==> config.mk <==
export PLATFORM = sky130hd
export DESIGN_NAME = cfg_par_loader
export DESIGN_NICKNAME = d
export VERILOG_FILES = /design/src/rtl/cfg_par_pkg.sv /design/src/rtl/cfg_cclk_gen.sv /design/src/rtl/cfg_shifter.sv /design/src/rtl/cfg_par_loader.sv
export SDC_FILE = /design/constraint.sdc
export NUM_CORES = 1
export LEC_CHECK = 0
export CORE_MARGIN = 8
export CORE_UTILIZATION = 60
export DETAILED_ROUTE_END_ITERATION = 7
export DONT_BUFFER_PORTS = 1
export PLACE_DENSITY = 0.76
export SLEW_MARGIN = 20
export SYNTH_ARGS = -nofsm -noshare
export SYNTH_HDL_FRONTEND = slang
export SYNTH_SLANG_ARGS = --single-unit
export TNS_END_PERCENT = 5
==> constraint.sdc <==
create_clock -name clk -period 3.2 [get_ports clk]
set_clock_uncertainty 0.15 [all_clocks]
set_input_delay 0.64 -clock clk [delete_from_list [all_inputs] [get_ports clk]]
set_output_delay 0.64 -clock clk [all_outputs]
set_load 0.03 [all_outputs]
==> src/rtl/cfg_par_pkg.sv <==
package cfg_par_pkg;
    typedef enum logic [1:0] {
        ST_IDLE  = 2'd0,
        ST_WAIT  = 2'd1,
        ST_SHIFT = 2'd2
    } ld_state_e;
endpackage

==> src/rtl/cfg_cclk_gen.sv <==
module cfg_cclk_gen #(
    parameter int FAST_HALF = 2,
    parameter int SLOW_HALF = 5
) (
    input  logic clk,
    input  logic rst_n,
    input  logic run_i,
    input  logic fast_i,
    output logic cclk_o,
    output logic rise_o,
    output logic fall_o
);
    localparam int MAX_HALF = (FAST_HALF > SLOW_HALF) ? FAST_HALF : SLOW_HALF;
    localparam int PH_W     = (MAX_HALF > 1) ? $clog2(MAX_HALF) : 1;
    localparam logic [PH_W-1:0] FAST_LIM = PH_W'(FAST_HALF - 1);
    localparam logic [PH_W-1:0] SLOW_LIM = PH_W'(SLOW_HALF - 1);

    typedef struct packed {
        logic [PH_W-1:0] ph;
        logic            cclk;
    } gen_t;

    gen_t            gen_d, gen_q;
    logic [PH_W-1:0] lim;
    logic            at_lim;

    always_comb begin
        gen_d  = gen_q;
        lim    = fast_i ? FAST_LIM : SLOW_LIM;
        at_lim = run_i && (gen_q.ph == lim);
        if (!run_i) begin
            gen_d = '0;
        end else if (at_lim) begin
            gen_d.ph   = '0;
            gen_d.cclk = ~gen_q.cclk;
        end else begin
            gen_d.ph = gen_q.ph + 1'b1;
        end
    end

    always_ff @(posedge clk or negedge rst_n) begin
        if (!rst_n) gen_q <= '0;
        else        gen_q <= gen_d;
    end

    assign cclk_o = gen_q.cclk;
    assign rise_o = at_lim && !gen_q.cclk;
    assign fall_o = at_lim && gen_q.cclk;

    // phase counter never runs past the larger half-period limit
    a_r5_phase_bound: assert property (@(posedge clk) disable iff (!rst_n)
        int'(gen_q.ph) < MAX_HALF);
endmodule

==> src/rtl/cfg_shifter.sv <==
module cfg_shifter #(
    parameter int DATA_W = 8
) (
    input  logic              clk,
    input  logic              rst_n,
    input  logic              load_i,
    input  logic [DATA_W-1:0] data_i,
    input  logic              shift_i,
    output logic              msb_o,
    output logic              last_o
);
    localparam int CNT_W = (DATA_W > 1) ? $clog2(DATA_W) : 1;
    localparam logic [CNT_W-1:0] LAST_IDX = CNT_W'(DATA_W - 1);

    typedef struct packed {
        logic [DATA_W-1:0] sr;
        logic [CNT_W-1:0]  cnt;
    } sh_t;

    sh_t sh_d, sh_q;

    always_comb begin
        sh_d = sh_q;
        if (load_i) begin
            sh_d.sr  = data_i;
            sh_d.cnt = '0;
        end else if (shift_i) begin
            sh_d.sr  = {sh_q.sr[DATA_W-2:0], 1'b0};
            sh_d.cnt = sh_q.cnt + 1'b1;
        end
    end

    always_ff @(posedge clk or negedge rst_n) begin
        if (!rst_n) sh_q <= '0;
        else        sh_q <= sh_d;
    end

    assign msb_o  = sh_q.sr[DATA_W-1];
    assign last_o = (sh_q.cnt == LAST_IDX);

    // a fresh byte is never loaded in the same cycle a bit is shifted
    a_r4_load_shift_excl: assert property (@(posedge clk) disable iff (!rst_n)
        !(load_i && shift_i));
    // shifting past the last bit of a byte never happens
    a_r3_no_extra_shift: assert property (@(posedge clk) disable iff (!rst_n)
        last_o |-> !shift_i);
endmodule

==> src/rtl/cfg_par_loader.sv <==
module cfg_par_loader #(
    parameter int ADDR_W    = 22,
    parameter int LOW_W     = 18,
    parameter int DATA_W    = 8,
    parameter int RD_LAT    = 3,
    parameter int FAST_HALF = 2,
    parameter int SLOW_HALF = 5
) (
    input  logic              clk,
    input  logic              rst_n,
    input  logic              start_i,
    input  logic              stop_i,
    input  logic              fast_i,
    input  logic              wide_i,
    input  logic [DATA_W-1:0] mem_data_i,
    output logic [ADDR_W-1:0] addr_o,
    output logic              cclk_o,
    output logic              sdata_o,
    output logic              sdata_vld_o
);
    import cfg_par_pkg::*;

    localparam int LAT_W = (RD_LAT > 1) ? $clog2(RD_LAT) : 1;
    localparam logic [LAT_W-1:0] LAT_LAST = LAT_W'(RD_LAT - 1);

    typedef struct packed {
        ld_state_e         state;
        logic [ADDR_W-1:0] addr;
        logic [LAT_W-1:0]  lat;
        logic              fast;
        logic              wide;
        logic              vld;
    } ld_t;

    ld_t  ld_d, ld_q;
    logic run, load, shift;
    logic edge_rise, edge_fall, last_bit;

    cfg_cclk_gen #(.FAST_HALF(FAST_HALF), .SLOW_HALF(SLOW_HALF)) u_cclk (
        .clk    (clk),
        .rst_n  (rst_n),
        .run_i  (run),
        .fast_i (ld_q.fast),
        .cclk_o (cclk_o),
        .rise_o (edge_rise),
        .fall_o (edge_fall)
    );

    cfg_shifter #(.DATA_W(DATA_W)) u_shift (
        .clk     (clk),
        .rst_n   (rst_n),
        .load_i  (load),
        .data_i  (mem_data_i),
        .shift_i (shift),
        .msb_o   (sdata_o),
        .last_o  (last_bit)
    );

    always_comb begin
        ld_d  = ld_q;
        run   = (ld_q.state == ST_SHIFT) && !stop_i;
        load  = 1'b0;
        shift = 1'b0;
        unique case (ld_q.state)
            ST_IDLE: begin
                if (start_i && !stop_i) begin
                    ld_d.state = ST_WAIT;
                    ld_d.addr  = '0;
                    ld_d.lat   = '0;
                    ld_d.fast  = fast_i;
                    ld_d.wide  = wide_i;
                end
            end
            ST_WAIT: begin
                if (ld_q.lat == LAT_LAST) begin
                    ld_d.state = ST_SHIFT;
                    load       = 1'b1;
                end else begin
                    ld_d.lat = ld_q.lat + 1'b1;
                end
            end
            ST_SHIFT: begin
                if (edge_fall) begin
                    if (last_bit) begin
                        ld_d.state = ST_WAIT;
                        ld_d.addr  = ld_q.addr + 1'b1;
                        ld_d.lat   = '0;
                    end else begin
                        shift = 1'b1;
                    end
                end
            end
            default: ld_d.state = ST_IDLE;
        endcase
        if (stop_i) begin
            ld_d.state = ST_IDLE;
            load       = 1'b0;
            shift      = 1'b0;
        end
        ld_d.vld = edge_rise;
    end

    always_ff @(posedge clk or negedge rst_n) begin
        if (!rst_n) ld_q <= '0;
        else        ld_q <= ld_d;
    end

    generate
        if (ADDR_W > LOW_W) begin : g_upper
            assign addr_o = {ld_q.wide ? ld_q.addr[ADDR_W-1:LOW_W] : {(ADDR_W-LOW_W){1'b1}},
                             ld_q.addr[LOW_W-1:0]};
        end else begin : g_flat
            assign addr_o = ld_q.addr;
        end
    endgenerate

    assign sdata_vld_o = ld_q.vld;

    // strobe only in the cycle the configuration clock has just risen
    a_r4_strobe_on_rise: assert property (@(posedge clk) disable iff (!rst_n)
        sdata_vld_o |-> $rose(cclk_o));
    // stop parks the clock low and silences the strobe
    a_r8_stop_quiet: assert property (@(posedge clk) disable iff (!rst_n)
        stop_i |=> (!cclk_o && !sdata_vld_o && ld_q.state == ST_IDLE));
    // the byte address only steps by one or restarts at zero
    a_r3_addr_step: assert property (@(posedge clk) disable iff (!rst_n)
        !$stable(ld_q.addr) |-> (ld_q.addr == $past(ld_q.addr) + 1'b1 || ld_q.addr == '0));
    // clock stays low outside the shifting phase
    a_r5_idle_low: assert property (@(posedge clk) disable iff (!rst_n)
        (ld_q.state != ST_SHIFT) |-> !cclk_o);
    // captured rate select is steady while a load runs
    a_r9_rate_held: assert property (@(posedge clk) disable iff (!rst_n)
        (ld_q.state != ST_IDLE && $past(ld_q.state) != ST_IDLE) |-> $stable(ld_q.fast));
endmodule

==> out/qor.log, run 1 <==
[pwr] worst-case vdd ir drop 0.000328 V
[synth] number of enable-type register cells in the synthesized netlist 0
[placed_design] placed wire-length estimate 3660 µm
[route] drt first-iter violations 148
[synth] netlist area before placement 0.00251 mm²
[setup_path] path type of the worst setup path reg -> reg
[pwr] power density normalized to cell area 416 mW/mm²
[synth] number of distinct library cells after synthesis 53
[sta] highest attainable clock frequency 0.403 GHz
[synth] syn avg cell area 9.48 µm²
[route] Pre-antenna DRT Iters 4
[setup_path] CP required 3.27 ns
[clock_network] cells resized by post-CTS repair 0
[sta] Setup Total Neg Slack 0 ns
[synth] number of flip-flops and latches in the synthesized netlist 44
[floorplanning] width of the die 80.7 µm
[global_routing] aggregate global-route resource usage 16.8%
[min_path] Hold Path Class in -> async
[clock_network] CTS Root Cell sky130_fd_sc_hd__clkbuf_8
[placed_design] pre-CTS setup slack 0.741 ns
[global_routing] vias in the first global route 1797
[sta] max-slew violation count 0
[synth] mux cell area share after synthesis 2.54%
[clock_network] count of clock tree sinks 44
[global_routing] wire length of the first global-routing pass 8600 µm
[clock_network] CTS max path bufs 2
[sta] endpoints failing hold 0
[setup_path] reg-to-reg endpoint ld_q[26]$_DFFE_PN0P_
[setup_path] CP Capture Type register
[finish] fin area 0.00255 mm²
[placed_design] IO Port Bufs 0
[synth] xor-xnor portion of the synthesized cell area 1.05%
[synth] compound-gate portion of the synthesized area 19.4%
[synth] Post-Synthesis Cells 265
[synth] Synth area leaders sky130_fd_sc_hd__dfrtp_1 44%, sky130_fd_sc_hd__buf_4 5.4%, sky130_fd_sc_hd__ha_1 4.5%, sky130_fd_sc_hd__o21ai_0 4.4%, sky130_fd_sc_hd__nand2_1 3.3%
[route] via density per instance 6.25
[synth] sequential-to-total area share from yosys stat 43.8%
[finish] number of diodes 0
[clock_network] number of setup buffers added after CTS 0
[clock_network] insertion delay of the later-clocked pin in the worst-skew pair 0.30 ns
[synth] post-synth top area share 43.8%
[synth] Mapped Nets 288
[floorplanning] effective utilization at floorplan 62.3%
[pwr] Lkg Pwr 1.13 nW
[floorplanning] number of I/O pins 39
[sta] setup repair after global routing missed its margin false
[run] # Max-Cap Violations 0
[setup_path] worst-case reg-to-reg path depth 5
[floorplanning] core outline area 0.00403 mm²
[finish] Layout Nets 274
[clock_network] quantity of hold-fixing buffers added after cts 1
[global_routing] antenna violations before repair 0
[setup_path] Register-to-Register Setup Slack 0.72 ns
[setup_path] worst flop-to-flop path startpoint ld_q[2]$_DFFE_PN0P_
[global_routing] Remaining Overflow, GRT 0
[clock_network] number of buffers added by the clock tree synthesis step 5
[finish] layout overhead on the synthesized area 1.74%
[sta] worst slew pin tran 0.786 ns
[sta] Slew headroom 47.4%
[route] routed via count 1889
[synth] async set or reset register ratio after synthesis 100%
[setup_path] critical-path maximum fanout 7
[sta] Final setup viols 0
[route] total wire length after detailed routing 5110 µm
[route] post-route antenna net violation count 0
[clock_network] CTS tree yes
[synth] largest family of logic cells by synthesized area compound AO/OA/AOI/OAI gates
[synth] fraction of the mapped netlist area in adder cells 4.48%
[setup_path] arrival time reported for the critical path endpoint 2.55 ns
[synth] simple-gate area share of the yosys netlist 19.0%
[synth] area leader, netlist sky130_fd_sc_hd__dfrtp_1
[clock_network] H-tree level count 2
[sta] clock period minus final worst setup slack 2.48 ns
[route] final routed wire length divided by cell count 16.9 µm
[synth] commonest register cell after synthesis sky130_fd_sc_hd__dfrtp_1
[floorplanning] Row Count 23
[clock_network] CTS clk-pin slew, worst paths 0.09 ns
[global_routing] pin count of the biggest net entering global routing 45
[route] Remaining DRCs 0
[placed_design] area post-placement 0.00243 mm²
[sta] Tcrit/Tclk final 77.6%
[floorplanning] Vert. Die Dim 80.7 µm
[sta] worst setup margin 0.716 ns
[floorplanning] area of the die 0.00651 mm²
[finish] ratio of cells with drive above 1 in the final layout 9.92%
[synth] warning count from the yosys run 0
[placed_design] routability congestion estimate 0.815
[setup_path] sort of element at the start of the critical path register
[run_status] status finished, final reports clean
[pwr] post-layout total power 1.06 mW
## synth_stat cells, types with 3 or more instances
cell type,number
sky130_fd_sc_hd__a21oi_1,6
sky130_fd_sc_hd__a221o_1,6
sky130_fd_sc_hd__a22o_1,3
sky130_fd_sc_hd__a31oi_1,9
sky130_fd_sc_hd__a41oi_1,3
sky130_fd_sc_hd__and2_1,7
sky130_fd_sc_hd__and3_1,5
sky130_fd_sc_hd__buf_4,18
sky130_fd_sc_hd__clkbuf_1,7
sky130_fd_sc_hd__dfrtp_1,44
sky130_fd_sc_hd__ha_1,9
sky130_fd_sc_hd__inv_1,17
sky130_fd_sc_hd__mux2_2,3
sky130_fd_sc_hd__mux2i_1,3
sky130_fd_sc_hd__nand2_1,22
sky130_fd_sc_hd__nand3_1,10
sky130_fd_sc_hd__nand4_1,4
sky130_fd_sc_hd__nor2_1,16
sky130_fd_sc_hd__nor3_1,3
sky130_fd_sc_hd__o21ai_0,22
sky130_fd_sc_hd__o31a_1,3
sky130_fd_sc_hd__o31ai_1,6
sky130_fd_sc_hd__or2_2,4
## cell type report
cell class,count,area (µm²)
Fill cell,349,1470
Multi-Input combinational cell,177,1170
Sequential cell,44,1100
Clock buffer,7,86.3
Timing Repair Buffer,6,65.1
Inverter,17,63.8
Tap cell,50,62.6
Clock inverter,1,7.51
## placed cells by master, fill, tap and decap left out, drive strengths merged, types with 3 or more instances in the layout
| cell | n |
|---|---|
| buf | 6 |
| mux2i | 3 |
| nand4 | 4 |
| o31a | 3 |
| a31oi | 9 |
| clkbuf | 7 |
| a22o | 3 |
| inv | 17 |
| a41oi | 3 |
| nor2 | 17 |
| nor3 | 3 |
| nand2 | 22 |
| o31ai | 6 |
| or2 | 4 |
| and3 | 5 |
| and2 | 7 |
| o21ai | 23 |
| a221o | 6 |
| dfrtp | 44 |
| ha | 9 |
| mux2 | 3 |
| a21oi | 6 |
| nand3 | 10 |
## worst max-delay path by stage
stage / start / to / cells past startpoint
3_3_place_gp: ld_q[2]$_DFFE_PN0P_ / ld_q[26]$_DFFE_PN0P_ / 5
3_5_place_dp: ld_q[2]$_DFFE_PN0P_ / ld_q[26]$_DFFE_PN0P_ / 5
2_1_floorplan: u_cclk.gen_q[1]$_DFF_PN0_ / u_shift.sh_q[4]$_DFFE_PN0P_ / 6
6_report: ld_q[2]$_DFFE_PN0P_ / ld_q[26]$_DFFE_PN0P_ / 5
5_1_grt: u_cclk.gen_q[1]$_DFF_PN0_ / u_shift.msb_o$_DFFE_PN0P_ / 5
4_1_cts: ld_q[2]$_DFFE_PN0P_ / ld_q[26]$_DFFE_PN0P_ / 5
## where the power goes
part	switching (mW)	internal, mW	total [mW]
sequential	0.0155	0.574	0.589
combinational	0.0751	0.0377	0.113
clock	0.186	0.175	0.361
total	0.276	0.787	1.06
## per-layer routing
layer,part of all wire (%),vias to the layer above,global-route usage [%]
met5,0,-,0
met4,1.5,0,5.71
met3,7.6,9,5.36
met2,47,66,26.3
met1,44,900,21.4
li1,-,914,-
## sequential cells by signal, indices dropped and copies added, names as in the netlist
signal and count:
sdata_vld_o 1, u_shift.sh_q 10, u_shift.msb_o 1, ld_q 10
u_cclk.gen_q 3, u_cclk.cclk_o 1, addr_o 18
## worst max-delay path: stages (launching register included)
cell                      delay [ns]
sky130_fd_sc_hd__dfrtp_1        0.40
sky130_fd_sc_hd__or3b_1         0.42
sky130_fd_sc_hd__a21o_1         0.28
sky130_fd_sc_hd__or4_1          0.68
sky130_fd_sc_hd__o31a_1         0.34
sky130_fd_sc_hd__a31oi_1        0.14
## metrics by stage
step                      std cells  utilization [%]  hold WS [ns]
after floorplan                 265                -         0.194
after global placement          293             60.4         0.196
after detailed placement        293             60.4         0.196
after CTS                       302             63.4        0.0191
after global routing            302             63.4        0.0248
final                           302             63.4        0.0249
## cell families (layout without fill, tap and decap cells)
logic type	after synthesis	after routing
flops	44	44
simple gates	88	88
compound gates	71	71
buf+inv	44	31
mux	6	6
fa+ha+maj	9	9
xor+xnor	3	3
Note: power is estimated with default switching activity, not from simulation.
==> inputs of run 2 (changes only) <==
--- a/config.mk
+++ b/config.mk
@@ -6,10 +6,10 @@
 export NUM_CORES = 1
 export LEC_CHECK = 0
 export CORE_MARGIN = 8
-export CORE_UTILIZATION = 60
+export CORE_UTILIZATION = 57
 export DETAILED_ROUTE_END_ITERATION = 7
 export DONT_BUFFER_PORTS = 1
-export PLACE_DENSITY = 0.76
+export PLACE_DENSITY = 0.75
 export SLEW_MARGIN = 20
 export SYNTH_ARGS = -nofsm -noshare
 export SYNTH_HDL_FRONTEND = slang
==> constraint.sdc (replaced) <==
create_clock -name clk -period 2 [get_ports clk]
set_clock_uncertainty 0.15 [all_clocks]
set_input_delay 0.4 -clock clk [delete_from_list [all_inputs] [get_ports clk]]
set_output_delay 0.4 -clock clk [all_outputs]
set_load 0.03 [all_outputs]
==> run 2 against run 1 <==
  * The flow now finishes with violations (negative setup slack)
  * Routed wire length grew 11%
  * Utilization grew 5.4 points
  * Die area grew 4.2%
  * Non-clock buffer count grew 44
  * Maximum frequency grew 11%
  * First-iteration DRC count grew 6.1%
  * Global-route usage grew 1.2 points
  * Sequential power grew 60%
  * Clock power grew 60%
  * Sequential share of layout area shrank 5.8 points
  * Hold slack lost 0.0057 ns
  * Flip-flop and latch count is the same
  * Critical endpoint is now u_shift.sh_q[5]$_DFFE_PN0P_
  * Largest power group unchanged
==> out/qor.log, run 2 (synthesized netlist as in run 1, its figures left out) <==
[setup_path] critical path endpoint u_shift.sh_q[5]$_DFFE_PN0P_
[floorplanning] Row Count 24 [+4.3%]
[pwr] Internal Power 1.28 mW [+63%]
[floorplanning] number of I/O pins 39 [unchanged]
[floorplanning] effective utilization at floorplan 58.5% [-3.9 points]
[global_routing] antenna violations before repair 0 [unchanged]
[finish] ratio of cells with drive above 1 in the final layout 26.4% [+16 points]
[global_routing] vias in the first global route 2050 [+14%]
[clock_network] insertion delay of the later-clocked pin in the worst-skew pair 0.30 ns [about the same]
[min_path] Worst Min Path Start stop_i
[pwr] relative contribution of the clock network to total power 33.4% [-0.6 points]
[floorplanning] Vert. Die Dim 82.4 µm [+2.1%]
[sta] Final setup viols 22 [+22]
[setup_path] worst setup path startpoint u_cclk.gen_q[1]$_DFF_PN0_
[placed_design] routability congestion estimate 0.831 [+2.0%]
[global_routing] aggregate global-route resource usage 18.0% [+1.2 points]
[pwr] portion of total power attributed to sequential cells 54.3% [-1.1 points]
[setup_path] CP required 2.02 ns [-1.25 ns]
[clock_network] number of buffers added by the clock tree synthesis step 5 [unchanged]
[placed_design] IO Port Bufs 0 [unchanged]
[pwr] power spent charging and discharging nets 0.451 mW [+63%]
[finish] most frequent cells in the layout 44 x sky130_fd_sc_hd__dfrtp_1, 44 x sky130_fd_sc_hd__buf_4, 21 x sky130_fd_sc_hd__nand2_1, 17 x sky130_fd_sc_hd__inv_1, 16 x sky130_fd_sc_hd__nor2_1
[route] routed via count 2085 [+10%]
[global_routing] pin count of the biggest net entering global routing 45 [unchanged]
[clock_network] CTS tree yes
[setup_path] CP Buf/Inv Count 0 [unchanged]
[sta] clock period minus final worst setup slack 2.23 ns [-0.254 ns]
[sta] endpoints failing hold 0 [unchanged]
[clock_network] count of clock tree sinks 44 [unchanged]
[finish] Layout Nets 318 [+16%]
[clock_network] CTS clk-pin slew, worst paths 0.08 ns [about the same]
[placed_design] area post-placement 0.00276 mm² [+13%]
[route] Pre-antenna DRT Iters 4 [unchanged]
[setup_path] slowest CP cell sky130_fd_sc_hd__or4b_4
[pwr] power density normalized to cell area 586 mW/mm² [+41%]
[setup_path] Register-to-Register Setup Slack -0.23 ns [-0.95 ns]
[floorplanning] core outline area 0.00429 mm² [+6.6%]
[route] post-route antenna net violation count 0 [unchanged]
[setup_path] slowest cell delay on critical path 0.51 ns [-0.17 ns]
[run] # Max-Cap Violations 0 [unchanged]
[setup_path] arrival time reported for the critical path endpoint 2.25 ns [-0.30 ns]
[setup_path] CP Depth 5 [unchanged]
[clock_network] CTS max path bufs 2 [unchanged]
[route] total wire length after detailed routing 5690 µm [+11%]
[global_routing] routing layer with the top usage in global route met2
[sta] Tcrit/Tclk final 112% [+34 points]
[finish] post-layout util 68.8% [+5.4 points]
[global_routing] global-route track usage on met2 30.3% [+4.0 points]
[setup_path] path type of the worst setup path reg -> reg
[clock_network] CTS Root Cell sky130_fd_sc_hd__clkbuf_8
[finish] fin area 0.00296 mm² [+16%]
[pwr] switching power as a share of total power 26.1% [+0.095 points]
[pwr] post-layout total power 1.73 mW [+63%]
[route] Remaining DRCs 0 [unchanged]
[run_status] violations in the final reports negative setup slack
[setup_path] CP Capture Type register
[sta] worst setup margin -0.230 ns [-0.946 ns]
[min_path] number of instances on the worst hold path 1
[pwr] worst-case vdd ir drop 0.000346 V [+5.6%]
[sta] setup repair after global routing missed its margin true
[min_path] Hold Path Class in -> reg
[sta] highest attainable clock frequency 0.448 GHz [+11%]
[setup_path] sort of element at the start of the critical path register
[finish] number of diodes 0 [unchanged]
[finish] layout overhead on the synthesized area 17.7%
[setup_path] reg-to-reg endpoint u_shift.sh_q[5]$_DFFE_PN0P_
[global_routing] Remaining Overflow, GRT 0 [unchanged]
[global_routing] GR Util met1 21.2% [-0.12 points]
[global_routing] met3 Use GR 5.19% [-0.16 points]
[sta] worst slew pin tran 0.425 ns [-0.361 ns]
[setup_path] cells along the critical path or3b_4, a21o_1, or4b_4, nor2b_4, a221o_1
[pwr] Lkg Pwr 1.38 nW [+22%]
[route] final routed wire length divided by cell count 16.3 µm [-3.5%]
[setup_path] critical-path maximum fanout 10 [+3]
[global_routing] wire length of the first global-routing pass 9540 µm [+11%]
[route] via density per instance 5.99 [-4.2%]
[pwr] combinational group share of total power 12.3% [+1.7 points]
[clock_network] number of setup buffers added after CTS 0 [unchanged]
[finish] max reg flops 18 [unchanged]
[placed_design] placed wire-length estimate 4150 µm [+13%]
[setup_path] worst-case reg-to-reg path depth 5 [unchanged]
[route] drt first-iter violations 157 [+6.1%]
[clock_network] H-tree level count 2 [unchanged]
[sta] Slew headroom 71.3% [+24 points]
[setup_path] worst flop-to-flop path startpoint u_cclk.gen_q[1]$_DFF_PN0_
[setup_path] largest delay contributor family on the critical path simple AND/OR/NAND/NOR gates
[sta] hold slack 0.0193 ns [-0.00568 ns]
[floorplanning] area of the die 0.00679 mm² [+4.2%]
[sta] max-slew violation count 0 [unchanged]
[floorplanning] width of the die 82.4 µm [+2.1%]
[run_status] status finished, violations left
run 2: worst min path at each step:
stage / to / slack [ns]
global placement: addr_o[5]$_DFFE_PN0P_ / -0.04
floorplan: addr_o[0]$_DFFE_PN0P_ / -0.05
detailed placement: addr_o[4]$_DFFE_PN0P_ / -0.04
finish: ld_q[27]$_DFFE_PN0P_ / 0.02
global route: ld_q[27]$_DFFE_PN0P_ / 0.005
CTS: ld_q[27]$_DFFE_PN0P_ / 0.01
run 2: layout make-up:
type,instances,area [µm²]
Inverter,17,63.8
Clock buffer,7,86.3
Timing Repair Buffer,50,413
Fill cell,328,1340
Tap cell,52,65.1
Multi-Input combinational cell,177,1220
Sequential cell,44,1100
Clock inverter,1,7.51
run 2: power groups by stage:
stage | Combinational (mW) | Sequential [mW] | Clock, mW
final | 0.213 | 0.940 | 0.578
after global routing | 0.234 | 0.943 | 0.639
after CTS | 0.213 | 0.939 | 0.593
after detailed placement | 0.186 | 0.957 | 0
after global placement | 0.182 | 0.957 | 0
after floorplan | 0.133 | 0.952 | 0
run 2: what timing repair did:
item / in CTS / in global routing
pin swaps: 9 / 2
endpoints found under the setup margin: 32 / 37
hold endpoints to repair: 44 / 0
gates resized for setup: 11 / 17
hold buffers: 2 / 0
run 2: worst reg2reg max path: stages (launching register included):
cell                      delay (ns)
sky130_fd_sc_hd__dfrtp_1        0.38
sky130_fd_sc_hd__or3b_4         0.39
sky130_fd_sc_hd__a21o_1         0.21
sky130_fd_sc_hd__or4b_4         0.51
sky130_fd_sc_hd__nor2b_4        0.18
sky130_fd_sc_hd__a221o_1        0.30
run 2: layer usage:
metal  up-vias  routed length, µm
met5         -                  0
met4         0                104
met3        12                363
met2        50               2780
met1      1012               2440
li1       1011                  -
run 2: metrics by stage:
stage	cells	setup slack [ns]	TNS [ns]
5_1_grt	348	-0.315	-5.37
2_1_floorplan	265	-0.347	-4.92
3_5_place_dp	338	-0.269	-3.90
3_3_place_gp	338	-0.198	-2.95
4_1_cts	348	-0.238	-2.95
6_report	348	-0.230	-2.92
==> inputs of run 3 (changes only) <==
--- a/config.mk
+++ b/config.mk
@@ -10,6 +10,7 @@
 export DETAILED_ROUTE_END_ITERATION = 7
 export DONT_BUFFER_PORTS = 1
 export PLACE_DENSITY = 0.75
+export SETUP_SLACK_MARGIN = 0.5
 export SLEW_MARGIN = 20
 export SYNTH_ARGS = -nofsm -noshare
 export SYNTH_HDL_FRONTEND = slang
==> run 3 against run 2 <==
  * The run ends with negative hold slack, negative setup slack left
  * Die area stayed put
  * Count of clock-buffer cells in the layout down 1
  * Non-clock buffer count did not move
  * Routed wire length up 4.1%
  * Critical endpoint is now u_shift.sh_q[8]$_DFFE_PN0P_
  * Largest power group unchanged
==> out/qor.log, run 3 (synthesized netlist as in run 1, its figures left out) <==
[route] post-route antenna net violation count 0 [unchanged]
[finish] layout overhead on the synthesized area 23.4%
[finish] ratio of cells with drive above 1 in the final layout 34.1% [+7.8 points]
[setup_path] worst flop-to-flop path startpoint u_cclk.gen_q[1]$_DFF_PN0_
[global_routing] aggregate global-route resource usage 18.2% [+0.22 points]
[clock_network] CTS clk-pin slew, worst paths 0.09 ns [about the same]
[sta] highest attainable clock frequency 0.452 GHz [+0.71%]
[setup_path] critical path endpoint u_shift.sh_q[8]$_DFFE_PN0P_
[clock_network] insertion delay of the later-clocked pin in the worst-skew pair 0.30 ns [about the same]
[setup_path] worst setup path startpoint u_cclk.gen_q[1]$_DFF_PN0_
[sta] worst slew pin tran 0.417 ns [-0.00757 ns]
[clock_network] CTS tree yes
[clock_network] H-tree level count 2 [unchanged]
[pwr] worst-case vdd ir drop 0.000448 V [+29%]
[setup_path] critical-path maximum fanout 10 [unchanged]
[placed_design] IO Port Bufs 0 [unchanged]
[global_routing] Remaining Overflow, GRT 0 [unchanged]
[sta] endpoints failing hold 44 [+44]
[finish] leading cell type in the layout, fill and taps excluded sky130_fd_sc_hd__dfrtp_1
[sta] clock period minus final worst setup slack 2.21 ns [-0.0157 ns]
[global_routing] vias in the first global route 2129 [+3.9%]
[floorplanning] width of the die 82.4 µm [unchanged]
[floorplanning] core outline area 0.00429 mm² [unchanged]
[sta] Final setup viols 20 [-9.1%]
[route] Remaining DRCs 0 [unchanged]
[pwr] post-layout total power 1.89 mW [+9.2%]
[sta] worst setup margin -0.214 ns [+0.0157 ns]
[placed_design] placed wire-length estimate 4080 µm [-1.5%]
[route] final routed wire length divided by cell count 17.0 µm [+4.1%]
[floorplanning] Vert. Die Dim 82.4 µm [unchanged]
[min_path] Hold Path Class in -> async
[setup_path] worst-case reg-to-reg path depth 5 [unchanged]
[setup_path] Register-to-Register Setup Slack -0.21 ns [+0.02 ns]
[finish] most frequent cells in the layout 43 x sky130_fd_sc_hd__dfrtp_1, 42 x sky130_fd_sc_hd__buf_4, 17 x sky130_fd_sc_hd__nand2_1, 14 x sky130_fd_sc_hd__nor2_1, 13 x sky130_fd_sc_hd__inv_1
[route] drt first-iter violations 132 [-16%]
[route] via density per instance 6.02 [+0.48%]
[finish] number of fill cells in the layout 301 [-8.2%]
[clock_network] number of buffers added by the clock tree synthesis step 5 [unchanged]
[setup_path] arrival time reported for the critical path endpoint 2.25 ns [about the same]
[global_routing] pin count of the biggest net entering global routing 45 [unchanged]
[route] total wire length after detailed routing 5920 µm [+4.1%]
[route] Pre-antenna DRT Iters 4 [unchanged]
[sta] Slew headroom 72.0% [+0.69 points]
[finish] max reg flops 18 [unchanged]
[setup_path] CP required 2.03 ns [about the same]
[placed_design] routability congestion estimate 0.831 [about the same]
[route] routed via count 2095 [+0.48%]
[placed_design] count of placed standard cells including taps 338 [unchanged]
[floorplanning] area of the die 0.00679 mm² [unchanged]
[sta] Tcrit/Tclk final 111% [-0.78 points]
[clock_network] CTS Root Cell sky130_fd_sc_hd__clkbuf_8
[floorplanning] number of I/O pins 39 [unchanged]
[setup_path] path type of the worst setup path reg -> reg
[run_status] status finished, violations left
[clock_network] count of clock tree sinks 44 [unchanged]
[floorplanning] effective utilization at floorplan 58.5% [unchanged]
[sta] setup repair after global routing missed its margin true
[run_status] violations in the final reports negative hold slack, negative setup slack
[setup_path] sort of element at the start of the critical path register
[clock_network] CTS max path bufs 2 [unchanged]
[pwr] power density normalized to cell area 610 mW/mm² [+4.1%]
[setup_path] CP Capture Type register
[placed_design] area post-placement 0.00276 mm² [unchanged]
[sta] hold slack -0.368 ns [-0.387 ns]
[setup_path] reg-to-reg endpoint u_shift.sh_q[8]$_DFFE_PN0P_
[finish] non-filler cells, final 348 [unchanged]
[finish] Layout Nets 318 [unchanged]
[global_routing] antenna violations before repair 0 [unchanged]
[finish] fin area 0.00310 mm² [+4.9%]
[run] # Max-Cap Violations 0 [unchanged]
[finish] number of diodes 0 [unchanged]
[sta] max-slew violation count 0 [unchanged]
[placed_design] pre-CTS setup slack -0.255 ns [+0.0144 ns]
[floorplanning] Row Count 24 [unchanged]
[finish] post-layout util 72.2% [+3.4 points]
[pwr] Lkg Pwr 1.42 nW [+2.8%]
[global_routing] wire length of the first global-routing pass 9760 µm [+2.2%]
[sta] Setup Total Neg Slack -2.81 ns [+0.113 ns]
[run 3: cell types whose count changed in the layout (fill, tap and decap cells not counted), sizes merged]
cell / before / now
buf: 49 / 50
bufinv: 0 / 1
clkbuf: 7 / 6
clkinv: 0 / 1
clkinvlp: 1 / 0
dlygate4sd3: 1 / 0
[run 3: metal layers]
layer  GRT usage [%]  vias to the layer above  routed length [µm]
met5               0                        -                   0
met4            5.44                        0                  59
met3            4.76                        5                 374
met2            31.6                       64                3030
met1            21.6                     1022                2460
li1                -                     1004                   -
[run 3: critical path, cell delays in order, from the launching register on]
cell	delay, ns
sky130_fd_sc_hd__dfrtp_1	0.38
sky130_fd_sc_hd__or3b_1	0.39
sky130_fd_sc_hd__a21o_1	0.21
sky130_fd_sc_hd__or4b_4	0.51
sky130_fd_sc_hd__nor2b_4	0.18
sky130_fd_sc_hd__a221o_1	0.29
[run 3: final cells by class]
| type | count | area [µm²] | area share, % |
|---|---|---|---|
| clock inverter | 2 | 38.8 | 1.25 |
| multi-input combinational | 177 | 1340 | 43.2 |
| timing repair buffer | 50 | 409 | 13.2 |
| tap | 52 | 65.1 | 2.10 |
| clock buffer | 6 | 82.6 | 2.66 |
| sequential | 44 | 1100 | 35.6 |
| inverter | 17 | 63.8 | 2.06 |
[run 3: worst min-delay path by stage]
stage | cells past startpoint | slack [ns] | to | from
global placement | 0 | -0.04 | addr_o[5]$_DFFE_PN0P_ | rst_n
CTS | 0 | -0.37 | addr_o[4]$_DFFE_PN0P_ | rst_n
floorplan | 0 | -0.05 | addr_o[0]$_DFFE_PN0P_ | rst_n
finish | 0 | -0.37 | addr_o[4]$_DFFE_PN0P_ | rst_n
global route | 0 | -0.39 | addr_o[4]$_DFFE_PN0P_ | rst_n
detailed placement | 0 | -0.04 | addr_o[4]$_DFFE_PN0P_ | rst_n
[run 3: timing repair]
| item | in CTS | in global routing |
|---|---|---|
| pin swaps | 25 | 10 |
| endpoints found under the hold margin | 44 | 44 |
| setup buffers | 1 | 1 |
| resized for setup | 50 | 12 |
| setup endpoints to repair | 48 | 49 |
[run 3: power breakdown]
part / internal, mW / switching [mW] / leakage, nW / total (mW)
Combinational: 0.0951 / 0.121 / 0.759 / 0.216
Sequential: 0.918 / 0.0328 / 0.596 / 0.951
Clock: 0.409 / 0.314 / 0.0614 / 0.723
